### src/rtl/useq_pkg.sv
package useq_pkg;
  localparam int UADDR_W  = 14;
  localparam int DISP_W   = 4;
  localparam int DISP_LSB = 8;
  localparam int SKIP_BIT = 12;

  typedef logic [UADDR_W-1:0] uaddr_t;

  typedef enum logic [1:0] {
    SRC_JUMP  = 2'd0,
    SRC_STACK = 2'd1,
    SRC_PREP  = 2'd2,
    SRC_RSVD  = 2'd3
  } addr_src_e;

  typedef enum logic [1:0] {
    SEQ_NONE  = 2'd0,
    SEQ_CALL  = 2'd1,
    SEQ_IDLE  = 2'd2,
    SEQ_RET   = 2'd3
  } seq_fn_e;

  typedef enum logic [1:0] {
    CFN_IGNORE = 2'd0,
    CFN_SKIP   = 2'd1,
    CFN_TRAP_T = 2'd2,
    CFN_TRAP_F = 2'd3
  } cond_fn_e;

  function automatic uaddr_t addr_inc(uaddr_t a);
    return a + uaddr_t'(1);
  endfunction

  function automatic logic trap_taken(cond_fn_e f, logic c);
    return (f == CFN_TRAP_T && c) || (f == CFN_TRAP_F && !c);
  endfunction

  function automatic uaddr_t force_skip(uaddr_t a, logic c);
    uaddr_t r;
    r = a;
    r[SKIP_BIT] = ~c;
    return r;
  endfunction

  function automatic uaddr_t splice_dispatch(uaddr_t jump, logic [DISP_W-1:0] d);
    uaddr_t r;
    r = jump;
    r[DISP_LSB +: DISP_W] = d;
    return r;
  endfunction
endpackage

### src/rtl/useq_ctl_stack.sv
module useq_ctl_stack #(
  parameter int DEPTH = 16,
  parameter int WIDTH = 14
) (
  input  logic             clk,
  input  logic             rst,
  input  logic             en,
  input  logic             push,
  input  logic             pop,
  input  logic [WIDTH-1:0] push_data,
  output logic [WIDTH-1:0] tos
);
  localparam int PTR_W = (DEPTH > 1) ? $clog2(DEPTH) : 1;
  localparam logic [PTR_W-1:0] LAST = PTR_W'(DEPTH - 1);

  logic [PTR_W-1:0] sp_q;
  logic [PTR_W-1:0] sp_up;
  logic [PTR_W-1:0] sp_down;
  logic [WIDTH-1:0] mem_q [DEPTH];

  assign sp_up   = (sp_q == LAST) ? '0 : sp_q + 1'b1;
  assign sp_down = (sp_q == '0) ? LAST : sp_q - 1'b1;
  assign tos     = mem_q[sp_q];

  always_ff @(posedge clk) begin
    if (rst) begin
      sp_q <= '0;
      for (int i = 0; i < DEPTH; i++) mem_q[i] <= '0;
    end else if (en) begin
      if (push) begin
        sp_q <= sp_up;
        mem_q[sp_up] <= push_data;
      end else if (pop) begin
        sp_q <= sp_down;
      end
    end
  end

  // a call leaves its data on top
  assert_call_lands_on_top_R7: assert property (@(posedge clk) disable iff (rst)
    (en && push) |=> tos == $past(push_data));

  // a return moves the pointer back one slot (modulo depth)
  assert_return_steps_back_R8: assert property (@(posedge clk) disable iff (rst)
    (en && pop && !push) |=> (($past(sp_q) == '0) ? (sp_q == LAST) : (sp_q == $past(sp_q) - 1'b1)));
endmodule

### src/rtl/useq_addr_select.sv
module useq_addr_select
  import useq_pkg::*;
(
  input  addr_src_e src,
  input  cond_fn_e  cfn,
  input  logic      cond,
  input  uaddr_t    jump,
  input  uaddr_t    stack_top,
  input  uaddr_t    prep,
  output uaddr_t    next_addr,
  output logic      trap_hit,
  output logic      skip_hit
);
  uaddr_t base;

  always_comb begin
    unique case (src)
      SRC_STACK: base = stack_top;
      SRC_PREP:  base = prep;
      default:   base = jump;
    endcase
  end

  assign trap_hit = trap_taken(cfn, cond);
  assign skip_hit = (cfn == CFN_SKIP);

  always_comb begin
    if (trap_hit)      next_addr = jump;
    else if (skip_hit) next_addr = force_skip(base, cond);
    else               next_addr = base;
  end

  always_comb begin
    assert_trap_skip_exclusive_R10: assert (!(trap_hit && skip_hit));
  end
endmodule

### src/rtl/useq_npc_calc.sv
module useq_npc_calc
  import useq_pkg::*;
(
  input  logic              npc_sel,
  input  uaddr_t            jump,
  input  logic [DISP_W-1:0] dispatch,
  input  uaddr_t            next_addr,
  output uaddr_t            npc_next
);
  assign npc_next = npc_sel ? addr_inc(next_addr) : splice_dispatch(jump, dispatch);
endmodule

### src/rtl/useq_sequencer.sv
module useq_sequencer
  import useq_pkg::*;
#(
  parameter int STACK_DEPTH = 16
) (
  input  logic                clk,
  input  logic                rst,
  input  logic [UADDR_W-1:0]  naf_i,
  input  logic [1:0]          cpc_sel_i,
  input  logic                npc_sel_i,
  input  logic [1:0]          seq_fn_i,
  input  logic [1:0]          cond_fn_i,
  input  logic                cond_i,
  input  logic [DISP_W-1:0]   dispatch_i,
  input  logic                halt_i,
  output logic [UADDR_W-1:0]  cpc_o,
  output logic                halted_o
);
  uaddr_t   cpc_q;
  uaddr_t   npc_q;
  logic     halted_q;
  uaddr_t   stack_top;
  uaddr_t   next_addr;
  uaddr_t   npc_next;
  logic     trap_hit;
  logic     skip_hit;
  logic     advance;
  logic     do_call;
  logic     do_ret;
  seq_fn_e  seq_fn;

  assign seq_fn  = seq_fn_e'(seq_fn_i);
  assign advance = !halted_q;
  assign do_call = (seq_fn == SEQ_CALL);
  assign do_ret  = (seq_fn == SEQ_RET);

  useq_ctl_stack #(.DEPTH(STACK_DEPTH), .WIDTH(UADDR_W)) u_stack (
    .clk       (clk),
    .rst       (rst),
    .en        (advance),
    .push      (do_call),
    .pop       (do_ret),
    .push_data (addr_inc(cpc_q)),
    .tos       (stack_top)
  );

  useq_addr_select u_select (
    .src       (addr_src_e'(cpc_sel_i)),
    .cfn       (cond_fn_e'(cond_fn_i)),
    .cond      (cond_i),
    .jump      (naf_i),
    .stack_top (stack_top),
    .prep      (npc_q),
    .next_addr (next_addr),
    .trap_hit  (trap_hit),
    .skip_hit  (skip_hit)
  );

  useq_npc_calc u_npc (
    .npc_sel   (npc_sel_i),
    .jump      (naf_i),
    .dispatch  (dispatch_i),
    .next_addr (next_addr),
    .npc_next  (npc_next)
  );

  always_ff @(posedge clk) begin
    if (rst) begin
      cpc_q    <= '0;
      npc_q    <= '0;
      halted_q <= 1'b0;
    end else if (advance) begin
      cpc_q    <= next_addr;
      npc_q    <= npc_next;
      halted_q <= halt_i;
    end
  end

  assign cpc_o    = cpc_q;
  assign halted_o = halted_q;

  assert_trap_vectors_R10: assert property (@(posedge clk) disable iff (rst)
    (advance && trap_hit) |=> cpc_q == $past(naf_i));

  assert_skip_bit_R9: assert property (@(posedge clk) disable iff (rst)
    (advance && skip_hit) |=> cpc_q[SKIP_BIT] == !$past(cond_i));

  assert_prep_source_R4: assert property (@(posedge clk) disable iff (rst)
    (advance && !trap_hit && !skip_hit && cpc_sel_i == 2'd2) |=> cpc_q == $past(npc_q));

  assert_halt_takes_R12: assert property (@(posedge clk) disable iff (rst)
    (advance && halt_i) |=> halted_q);

  assert_halt_freezes_R12: assert property (@(posedge clk) disable iff (rst)
    halted_q |=> (halted_q && $stable(cpc_q) && $stable(npc_q)));
endmodule

### config.mk
export PLATFORM = sky130hd
export DESIGN_NAME = useq_sequencer
export DESIGN_NICKNAME = d
export VERILOG_FILES = /design/src/rtl/useq_pkg.sv /design/src/rtl/useq_ctl_stack.sv /design/src/rtl/useq_addr_select.sv /design/src/rtl/useq_npc_calc.sv /design/src/rtl/useq_sequencer.sv
export SDC_FILE = /design/constraint.sdc
export NUM_CORES = 1
export LEC_CHECK = 0
export ABC_CLOCK_PERIOD_IN_PS = 3000
export BUFFER_PORTS_ARGS = -buffer_cell sky130_fd_sc_hd__buf_2
export CAP_MARGIN = 20
export CORE_UTILIZATION = 50
export CTS_BUF_LIST = sky130_fd_sc_hd__clkbuf_8
export DETAILED_ROUTE_END_ITERATION = 8
export GPL_TIMING_DRIVEN = 0
export PLACE_DENSITY_LB_ADDON = 0.3
export SLEW_MARGIN = 25
export SYNTH_ARGS = -nofsm -noshare
export SYNTH_HDL_FRONTEND = slang
export SYNTH_SLANG_ARGS = --single-unit
### constraint.sdc
create_clock -name clk -period 3 [get_ports clk]
set_input_delay 0.6 -clock clk [delete_from_list [all_inputs] [get_ports clk]]
set_output_delay 0.6 -clock clk [all_outputs]
set_load 0.02 [all_outputs]
Word-level counts from Yosys, hierarchy flattened
Memory sizes are Yosys's and may differ from the RTL's. A register that Yosys moved wholly into a read port is not among the register bits.
Cells that the tools add are included.
- input bits: 29
- bits in writable memories: 224
- register bits: 33
- output and inout bits: 15
- memories: 1
- logic and storage cells: 47
- memory list (name ; depth ; bits a word ; rd ports ; clocked after Yosys merged registers in ; wr ports ; RTL line ; source):
    u_stack.mem_q ; 16 ; 14 ; 1 ; 1 ; 16 ; useq_ctl_stack.sv:19 ; logic [WIDTH-1:0] mem_q [DEPTH];
- equality and inequality tests: 8
- multiplexer cells: 20
- add/subtract/negate cells: 4
- reductions and logical operators: 8
- bitwise logic cells: 2
- operator list (cell ; number):
    2-to-1 mux 14 bit ; 3
    adder 14 x 1 -> 14 bit (second input constant) ; 2
    2-to-1 mux 4 bit ; 7
    one-hot mux 14 bit (2 select lines) ; 1
    OR reduction 14 bit ; 1
    2-to-1 mux 13 bit ; 1
    == test 2 bit (second input constant) ; 4
    2-to-1 mux 1 bit ; 8
    == test 2 x 1 -> 1 bit (second input constant) ; 3
    adder 4 x 1 -> 4 bit (second input constant) ; 1
    == test 4 bit (second input constant) ; 1
    logical NOT 4 bit ; 1
    subtractor 4 x 1 -> 4 bit (second input constant) ; 1
    logical AND 1 bit ; 2
    NOT 1 bit ; 2
    AND reduction 2 bit ; 1
    nonzero test 2 bit ; 1
    logical NOT 1 bit ; 1
    logical OR 1 bit ; 1

Longest topological paths before layout
Gate-level depths: netlist of run 1.
- depth in word-level cells: 7
- mapped depth: 12
- gate-level depth less buffers: 10

Modules after synthesis
From an unflattened synthesis of run 1, not the netlist that was laid out.
- cell total of the unflattened synthesis: 987
- area total of the unflattened synthesis: 12378.1 µm²
- by module, submodules not included (module ; cells each ; area an instance (µm²) ; sequential area each (µm²) ; times used):
    useq_ctl_stack ; 737 ; 10219.8 ; 6886.6 ; 1
    useq_sequencer ; 136 ; 1293.7 ; 580.6 ; 1
    useq_addr_select ; 49 ; 462.9 ; 0.0 ; 1
    useq_npc_calc ; 65 ; 401.6 ; 0.0 ; 1

Worst setup path before layout of run 1
OpenSTA, ideal clock, no wires.
- kind: input to register
- from: input port cpc_sel_i[0]
- to: register npc_q[8]
- path slack: 166 ps
- arrival time: 2755 ps
- data required time: 2921 ps
- stages on the path: 10
- path buffers: 1
- setup time: 79 ps
- cell sequence: inv_1 > ha_1 > a21oi_1 > buf_2 > nor2_1 > a21oi_1 > ha_1 > nand4_1 > or4b_1 > o211ai_1
- word-level cells in the longest chain between the ends: 6
- elaborated cells between the ends (all ways): 7
- classes of those cells: add/sub: 1; eq/ne: 2; mux: 4
- RTL lines (item ; RTL line ; source):
    from (decl) ; useq_sequencer.sv:9 ; input logic [1:0] cpc_sel_i,
    == test 2 bit or == test 2 x 1 -> 1 bit (tied branches) ; useq_addr_select.sv:17 ; unique case (src)
    one-hot mux 14 bit (2 select lines) * ; useq_addr_select.sv:17 ;
    2-to-1 mux 13 bit * ; useq_addr_select.sv:29 ; else if (skip_hit) next_addr = force_skip(base, cond);
    2-to-1 mux 14 bit * ; useq_addr_select.sv:28 ; if (trap_hit) next_addr = jump;
    net next_addr[1] ; useq_sequencer.sv:23 ; uaddr_t next_addr;
    adder 14 x 1 -> 14 bit * ; useq_pkg.sv:31 ; return a + uaddr_t'(1);
    2-to-1 mux 14 bit * ; useq_npc_calc.sv:10 ; assign npc_next = npc_sel ? addr_inc(next_addr) : splice_dispatch(jump, dispatch);
    to (signal assigned) ; useq_sequencer.sv:74 ; npc_q <= npc_next;
    to (decl) ; useq_sequencer.sv:20 ; uaddr_t npc_q;
Mark *: on every way through the listed nets, which the timed path passes. The rest lies on a longest branch.
A chain may end at the register's enable or synchronous reset.

==> results of run 1 <==
==> stage by stage <==
step / util [%] / setup TNS (ps) / instances
finish: 58.0 / 0 / 1476
global route: 58.0 / -2.97 / 1476
CTS: 57.1 / 0 / 1463
detailed placement: 53.4 / -62520 / 1381
global placement: 53.4 / -46050 / 1381
floorplan: - / 0 / 1015
==> logic make-up after synthesis <==
logic type | share of synthesized area, %
adders and majority gates | 0.910
muxes | 11.7
xor gates and xnor gates | 1.49
and+or+nand+nor | 14.7
AOI/OAI and AO/OA | 7.15
DFF | 60.3
buffers and inverters | 3.80
==> synth_stat cells (all sizes together), types with 5 or more instances <==
cell	count	area share, %
nand3	28	1.2
a211oi	6	0.40
buf	28	2.1
clkbuf	47	1.4
a32oi	6	0.42
ha	9	0.91
dfxtp	37	6.0
edfxtp	224	54
nor2	285	8.7
xnor2	9	0.64
mux2i	92	7.4
a22oi	37	2.2
inv	8	0.24
a21oi	32	1.4
nand3b	5	0.30
mux4	21	4.1
nand2	18	0.57
nor3	15	0.61
xor2	12	0.85
nor2b	6	0.30
a31oi	10	1.0
and3	8	0.40
nand2b	22	1.1
o21ai	6	0.24
==> layout make-up <==
class                   count  area share (%)
inverters                   8           0.213
clock buffers              43            4.19
flip-flops and latches    261            52.9
well taps                 324            2.87
clock inverters            36            1.06
plain buffers              74            3.42
repair buffers             59            2.51
multi-input cells         671            32.8
==> path summary, 6_finish.rpt <==
| kind | startpoint | to | slack, ps | depth (start not counted) |
|---|---|---|---|---|
| worst max register to register | flip-flop | npc_q[10]$_SDFFE_PP0N_ | 60 | 13 |
| worst min register to register | npc_q[4]$_SDFFE_PP0N_ | npc_q[4]$_SDFFE_PP0N_ | 460 | 2 |
| worst min-delay path | halt_i | halted_o$_SDFF_PP0_ | 270 | 3 |
| worst max-delay path | flip-flop | npc_q[10]$_SDFFE_PP0N_ | 60 | 13 |
==> worst register-to-register path: cells and delay by family, from the launching register on <==
family	cells	cell delay [ps]
buffers and inverters	4	830
and+or+nand+nor	5	720
AOI/OAI and AO/OA	3	640
DFF	1	430
adders and majority gates	1	220
==> report_power, final <==
part / switching (W) / total, W / internal, W / leakage [nW]
registers: 0.0000883 / 0.00418 / 0.00409 / 2.62
clock network: 0.00141 / 0.00275 / 0.00134 / 0.426
logic: 0.000813 / 0.00128 / 0.000468 / 1.95
==> routing by layer <==
layer	wire, um	track usage (%)	up-vias	part of all wire, %
met5	0	0	-	0
met4	1300	12.5	0	3.8
met3	2540	4.35	89	7.4
met2	16200	43.1	401	47
met1	14100	36.2	4347	41
li1	-	-	3923	-
==> flip-flops by register name, summed over array words and instances, names as in the netlist, named ones only <==
signal         cells
halted_o           1
u_stack.sp_q       4
cpc_o             14
npc_q             14
u_stack.mem_q    224
==> layout by cell type, fill, tap and decap left out, types with 24 or more instances in the layout <==
cell / instances
mux2i_1: 92
inv_1: 24
a21oi_1: 27
edfxtp_1: 224
buf_2: 47
a22oi_1: 31
dfxtp_1: 36
nor2_1: 284
clkbuf_1: 38
clkbuf_8: 43
nand3_1: 26
==> what timing repair did <==
action,4_1_cts,5_1_grt
gates resized for setup,30,41
setup buffers,3,14
hold endpoints to repair,0,0
setup endpoints to repair,191,240
pin swaps,2,12
==> results.tsv, run 1 <==
metric	value	unit
initial detailed-routing violation count	999	
final setup margin	62.5	ps
Port-buffer cells	42	
Sink Count	261	
WP data required	3450	ps
wire length of the first global-routing pass	50.3	mm
asr flop ratio synth	0	%
design area	14100	um2
DRT Pass-1 Iters	5	
CP cell instances	buf_6 -> and2_1 -> buf_2 -> buf_6 -> a22oi_1 -> a31oi_2 -> a21oi_4 -> ha_4 -> nand4_1 -> buf_4 -> nor3_2 -> or3_1 -> and3_1	
clock-pin slew of the registers on the worst-case setup and hold paths	60	ps
Initial Util	50.9	%
Post-synth EDFFs	224	
Pleak	5.00	nW
total power	0.00821	W
area of the multi-input gates	4630	um2
die area	25400	um2
CTS Root Cell	clkbuf_8	
DR vias/cell	5.93	
Cells after Synth	1015	
fillers	1947	
Synth-to-Final Area Change	14.0	%
fin. max-slew vios	0	
Worst setup EP type	flip-flop	
actual slew at the worst max-slew pin	780	ps
die width	159	um
crit path time final	2940	ps
DP HPWL	23.3	mm
Rel. slew slack	48.0	%
largest net degree at the start of global routing	15	
# rows	57	
final hold viol count	0	
worst slack at placement	-1020	ps
f_max	340	MHz
Clock Skew	14.3	ps
yosys warns	0	
Cell variety after synth	64	
Seq/Total Area, Yosys	60.3	%
gpl congestion	0.938	
RSZ-0062 raised after global routing	true	
maximum vdd drop	0.310	mV
antenna violation net count after detailed routing	0	
nets	1156	
remaining global-route overflow	0	
initial antenna violation count	0	
worst path arrival time	3390	ps
share of cells above drive strength 1	17.7	%
routed wire length	34.1	mm
CP peak stage delay	430	ps
antenna cells	0	
CTS tree	done	
critical path class	flip-flop to flip-flop	
Core Area	24300	um2
CTS Buf Count	43	
outcome	finished clean	
Total GRT Usage	26.9	%
Final setup viols	0	
slowest stage cell, crit path	dfxtp_1	
Tightest Hold Check Type	input port to flip-flop	
Max-cap violations	0	
Max Buffers Root-to-Sink	3	
register area	7470	um2
Clock Latency Late Sink	550	ps
Seq cells post-synth	261	
vias in the first global route	8468	
critical path launch point type	flip-flop	
CP dominant cell by count	buf_6	
drc violations	0	
Vias	8760	
crit-path max FO	10	
Synthesized Nets	1053	
io pins	44	
WL/cell	23.1	um
Bufs and invs on worst path	4	
Post-Syn Area	12400	um2
Mean Syn Cell Area	12.2	um2
Synth Flop Type	edfxtp_1	
htree depth	2	
Hold Slack	268	ps
die span in y	159	um
period utilisation layout	97.9	%
Area after DPL	13000	um2
Crit path max-delay family	buffers and inverters	
Post-CTS Hold Buffers	0	
power per cell area	582	nW/um2
(Power assumes the default switching activity.)
==> run 2, diff against run 1 <==
--- a/config.mk
+++ b/config.mk
@@ -11,7 +11,7 @@
 export CORE_UTILIZATION = 50
 export CTS_BUF_LIST = sky130_fd_sc_hd__clkbuf_8
 export DETAILED_ROUTE_END_ITERATION = 8
-export GPL_TIMING_DRIVEN = 0
+export GPL_TIMING_DRIVEN = 1
 export PLACE_DENSITY_LB_ADDON = 0.3
 export SLEW_MARGIN = 25
 export SYNTH_ARGS = -nofsm -noshare
==> run 2 against run 1 <==
  * Setup slack better by 89 ps
  * Die area unchanged
  * Utilization down 0.43 points
  * Global-route usage down 0.50 points
  * Via count down 2.3%
  * Clock power up 4%
  * Critical path type unchanged
  * Highest routed layer unchanged
==> results.tsv, run 2 (same netlist as run 1, synthesis figures left out) <==
metric	value	unit	change
clock power share	34.5	%	was 33.4%
most used routing layer in global routing	met2		unchanged
nets	1140		was 1156
CTS Root Cell	clkbuf_8		unchanged
DRT Pass-1 Iters	6		was 5
register area	7470	um2	about the same
Worst setup EP type	flip-flop		unchanged
Rel. slew slack	44.6	%	was 48.0%
Setup TNS	0	ps	unchanged
CP cell instances	buf_12 -> mux2i_1 -> a22oi_1 -> a31oi_1 -> a21oi_2 -> ha_1 -> nand4_1 -> nor3_1 -> or3_1 -> and3_1		was buf_6 -> and2_1 -> buf_2 -> buf_6 -> a22oi_1 -> a31oi_2 -> a21oi_4 -> ha_4 -> nand4_1 -> buf_4 -> nor3_2 -> or3_1 -> and3_1
drc violations	0		unchanged
vias in the first global route	8271		was 8468
# rows	57		unchanged
Crit path max-delay family	simple AND/OR/NAND/NOR gates		was buffers and inverters
postcts setup bufs	0		was 3
io pins	44		unchanged
CTS Buf Count	43		unchanged
outcome	finished clean		unchanged
initial antenna violation count	0		unchanged
DP HPWL	22.6	mm	was 23.3 mm
initial detailed-routing violation count	1052		was 999
area of the multi-input gates	4460	um2	was 4630 um2
slowest stage cell, crit path	dfxtp_4		was dfxtp_1
gpl congestion	0.919		was 0.938
htree depth	2		unchanged
post-layout util	57.6	%	was 58.0%
met2 Resource Use GR	41.4	%	was 43.1%
Sink Count	261		unchanged
Max-cap violations	0		unchanged
Tightest Hold Check Type	input port to flip-flop		unchanged
routed wire length	32.8	mm	was 34.1 mm
Hold Slack	251	ps	was 268 ps
commonest non-fill, non-tap cells in the layout	284 x nor2_1, 224 x edfxtp_1, 91 x mux2i_1		was 284 x nor2_1, 224 x edfxtp_1, 92 x mux2i_1
period utilisation layout	95.0	%	was 97.9%
f_max	351	MHz	was 340 MHz
die span in y	159	um	unchanged
CTS tree	done		unchanged
largest net degree at the start of global routing	51		was 15
Clock Skew	24.4	ps	was 14.3 ps
crit-path max FO	28		was 10
wire length of the first global-routing pass	50.2	mm	was 50.3 mm
Final setup viols	0		unchanged
Sw Pwr	0.00225	W	was 0.00231 W
Pleak	5.08	nW	was 5.00 nW
max reg flops	224		unchanged
Clock Latency Late Sink	560	ps	was 550 ps
share of cells above drive strength 1	18.1	%	was 17.7%
Vias	8562		was 8760
antenna cells	0		unchanged
die area	25400	um2	unchanged
met3 GRT Util	4.25	%	was 4.35%
power per cell area	589	nW/um2	was 582 nW/um2
reg2reg path depth	10		was 13
CP peak stage delay	510	ps	was 430 ps
combinational fraction of design power	14.5	%	was 15.6%
Synth-to-Final Area Change	13.1	%	was 14.0%
crit path time final	2850	ps	was 2940 ps
worst path arrival time	3300	ps	was 3390 ps
final hold viol count	0		unchanged
Initial Util	50.9	%	unchanged
maximum vdd drop	0.538	mV	was 0.310 mV
Total GRT Usage	26.4	%	was 26.9%
Int Power	0.00599	W	was 0.00590 W
Largest Register	u_stack.mem_q		unchanged
Post-CTS Hold Buffers	0		unchanged
fillers	2000		was 1947
WHS Path Cells	3		unchanged
Core Area	24300	um2	unchanged
DR vias/cell	5.87		was 5.93
die width	159	um	unchanged
critical path depth	10		was 13
fin. max-slew vios	0		unchanged
Net Sw Frac	27.3	%	was 28.1%
M1 GR Usage	37.8	%	was 36.2%
actual slew at the worst max-slew pin	831	ps	was 780 ps
commonest non-fill, non-tap cell in the layout	nor2_1		unchanged
antenna violation net count after detailed routing	0		unchanged
total power	0.00824	W	was 0.00821 W
WL/cell	22.5	um	was 23.1 um
register share of total power	51.0	%	was 50.9%
WP data required	3460	ps	was 3450 ps
Max Buffers Root-to-Sink	3		unchanged
remaining global-route overflow	0		unchanged
Port-buffer cells	43		was 42
clock-pin slew of the registers on the worst-case setup and hold paths	70	ps	was 60 ps
Bufs and invs on worst path	1		was 4
worst hold start	halt_i		unchanged
critical path launch point type	flip-flop		unchanged
RSZ-0062 raised after global routing	false		was true
critical path class	flip-flop to flip-flop		unchanged
[run 2: cell count changes in the layout (fill, tap and decap cells not counted), moves of 10 or more]
cell / before / now
clkinv_1: 15 / 5
buf_4: 16 / 67
nand2b_1: 6 / 22
nand2b_2: 16 / 0
clkbuf_1: 38 / 0
[run 2: layout make-up]
class	instances	share of cell area [%]
Clock buffer	44	4.32
Clock inverter	34	1.23
Inverter	8	0.214
Multi-Input combinational cell	671	31.8
Sequential cell	261	53.4
Tap cell	324	2.89
Timing Repair Buffer	117	6.13
[run 2: what timing repair did]
item,CTS,global route
hold endpoints to repair,0,0
endpoints found under the setup margin,0,2
gates resized for setup,0,4
[run 2: tightest hold or removal path, delay by kind of cell]
kind / cells / cell delay [ps]
simple gates: 2 / 90
buf+inv: 1 / 80
[run 2: worst paths after layout]
path / end / slack (ps)
worst min-delay path: halted_o$_SDFF_PP0_ / 250
worst min register to register: npc_q[4]$_SDFFE_PP0N_ / 470
worst max-delay path: npc_q[10]$_SDFFE_PP0N_ / 150
worst max register to register: npc_q[10]$_SDFFE_PP0N_ / 150
[run 2: layer usage]
metal	part of all wire, %	vias up
met4	2.4	0
met1	42	4260
met5	0	-
met3	8.6	51
met2	47	367
li1	-	3884
[run 2: power by group through the flow]
| stage | clock (W) | combinational [W] | sequential (W) |
|---|---|---|---|
| after floorplan | 0 | 0.000761 | 0.00425 |
| after global placement | 0 | 0.00116 | 0.00427 |
| after detailed placement | 0 | 0.00118 | 0.00428 |
| after CTS | 0.00288 | 0.00118 | 0.00420 |
| after global routing | 0.00304 | 0.00127 | 0.00422 |
| final | 0.00285 | 0.00119 | 0.00420 |
[run 2: per-stage QoR]
| step | setup WS, ps | cell area [um2] | instances |
|---|---|---|---|
| 3_5_place_dp | -6.27 | 13200 | 1381 |
| 3_3_place_gp | 78.0 | 13200 | 1381 |
| 4_1_cts | 90.1 | 14000 | 1459 |
| 2_1_floorplan | 166 | 12400 | 1015 |
| 5_1_grt | 11.4 | 14000 | 1459 |
| 6_report | 151 | 14000 | 1459 |
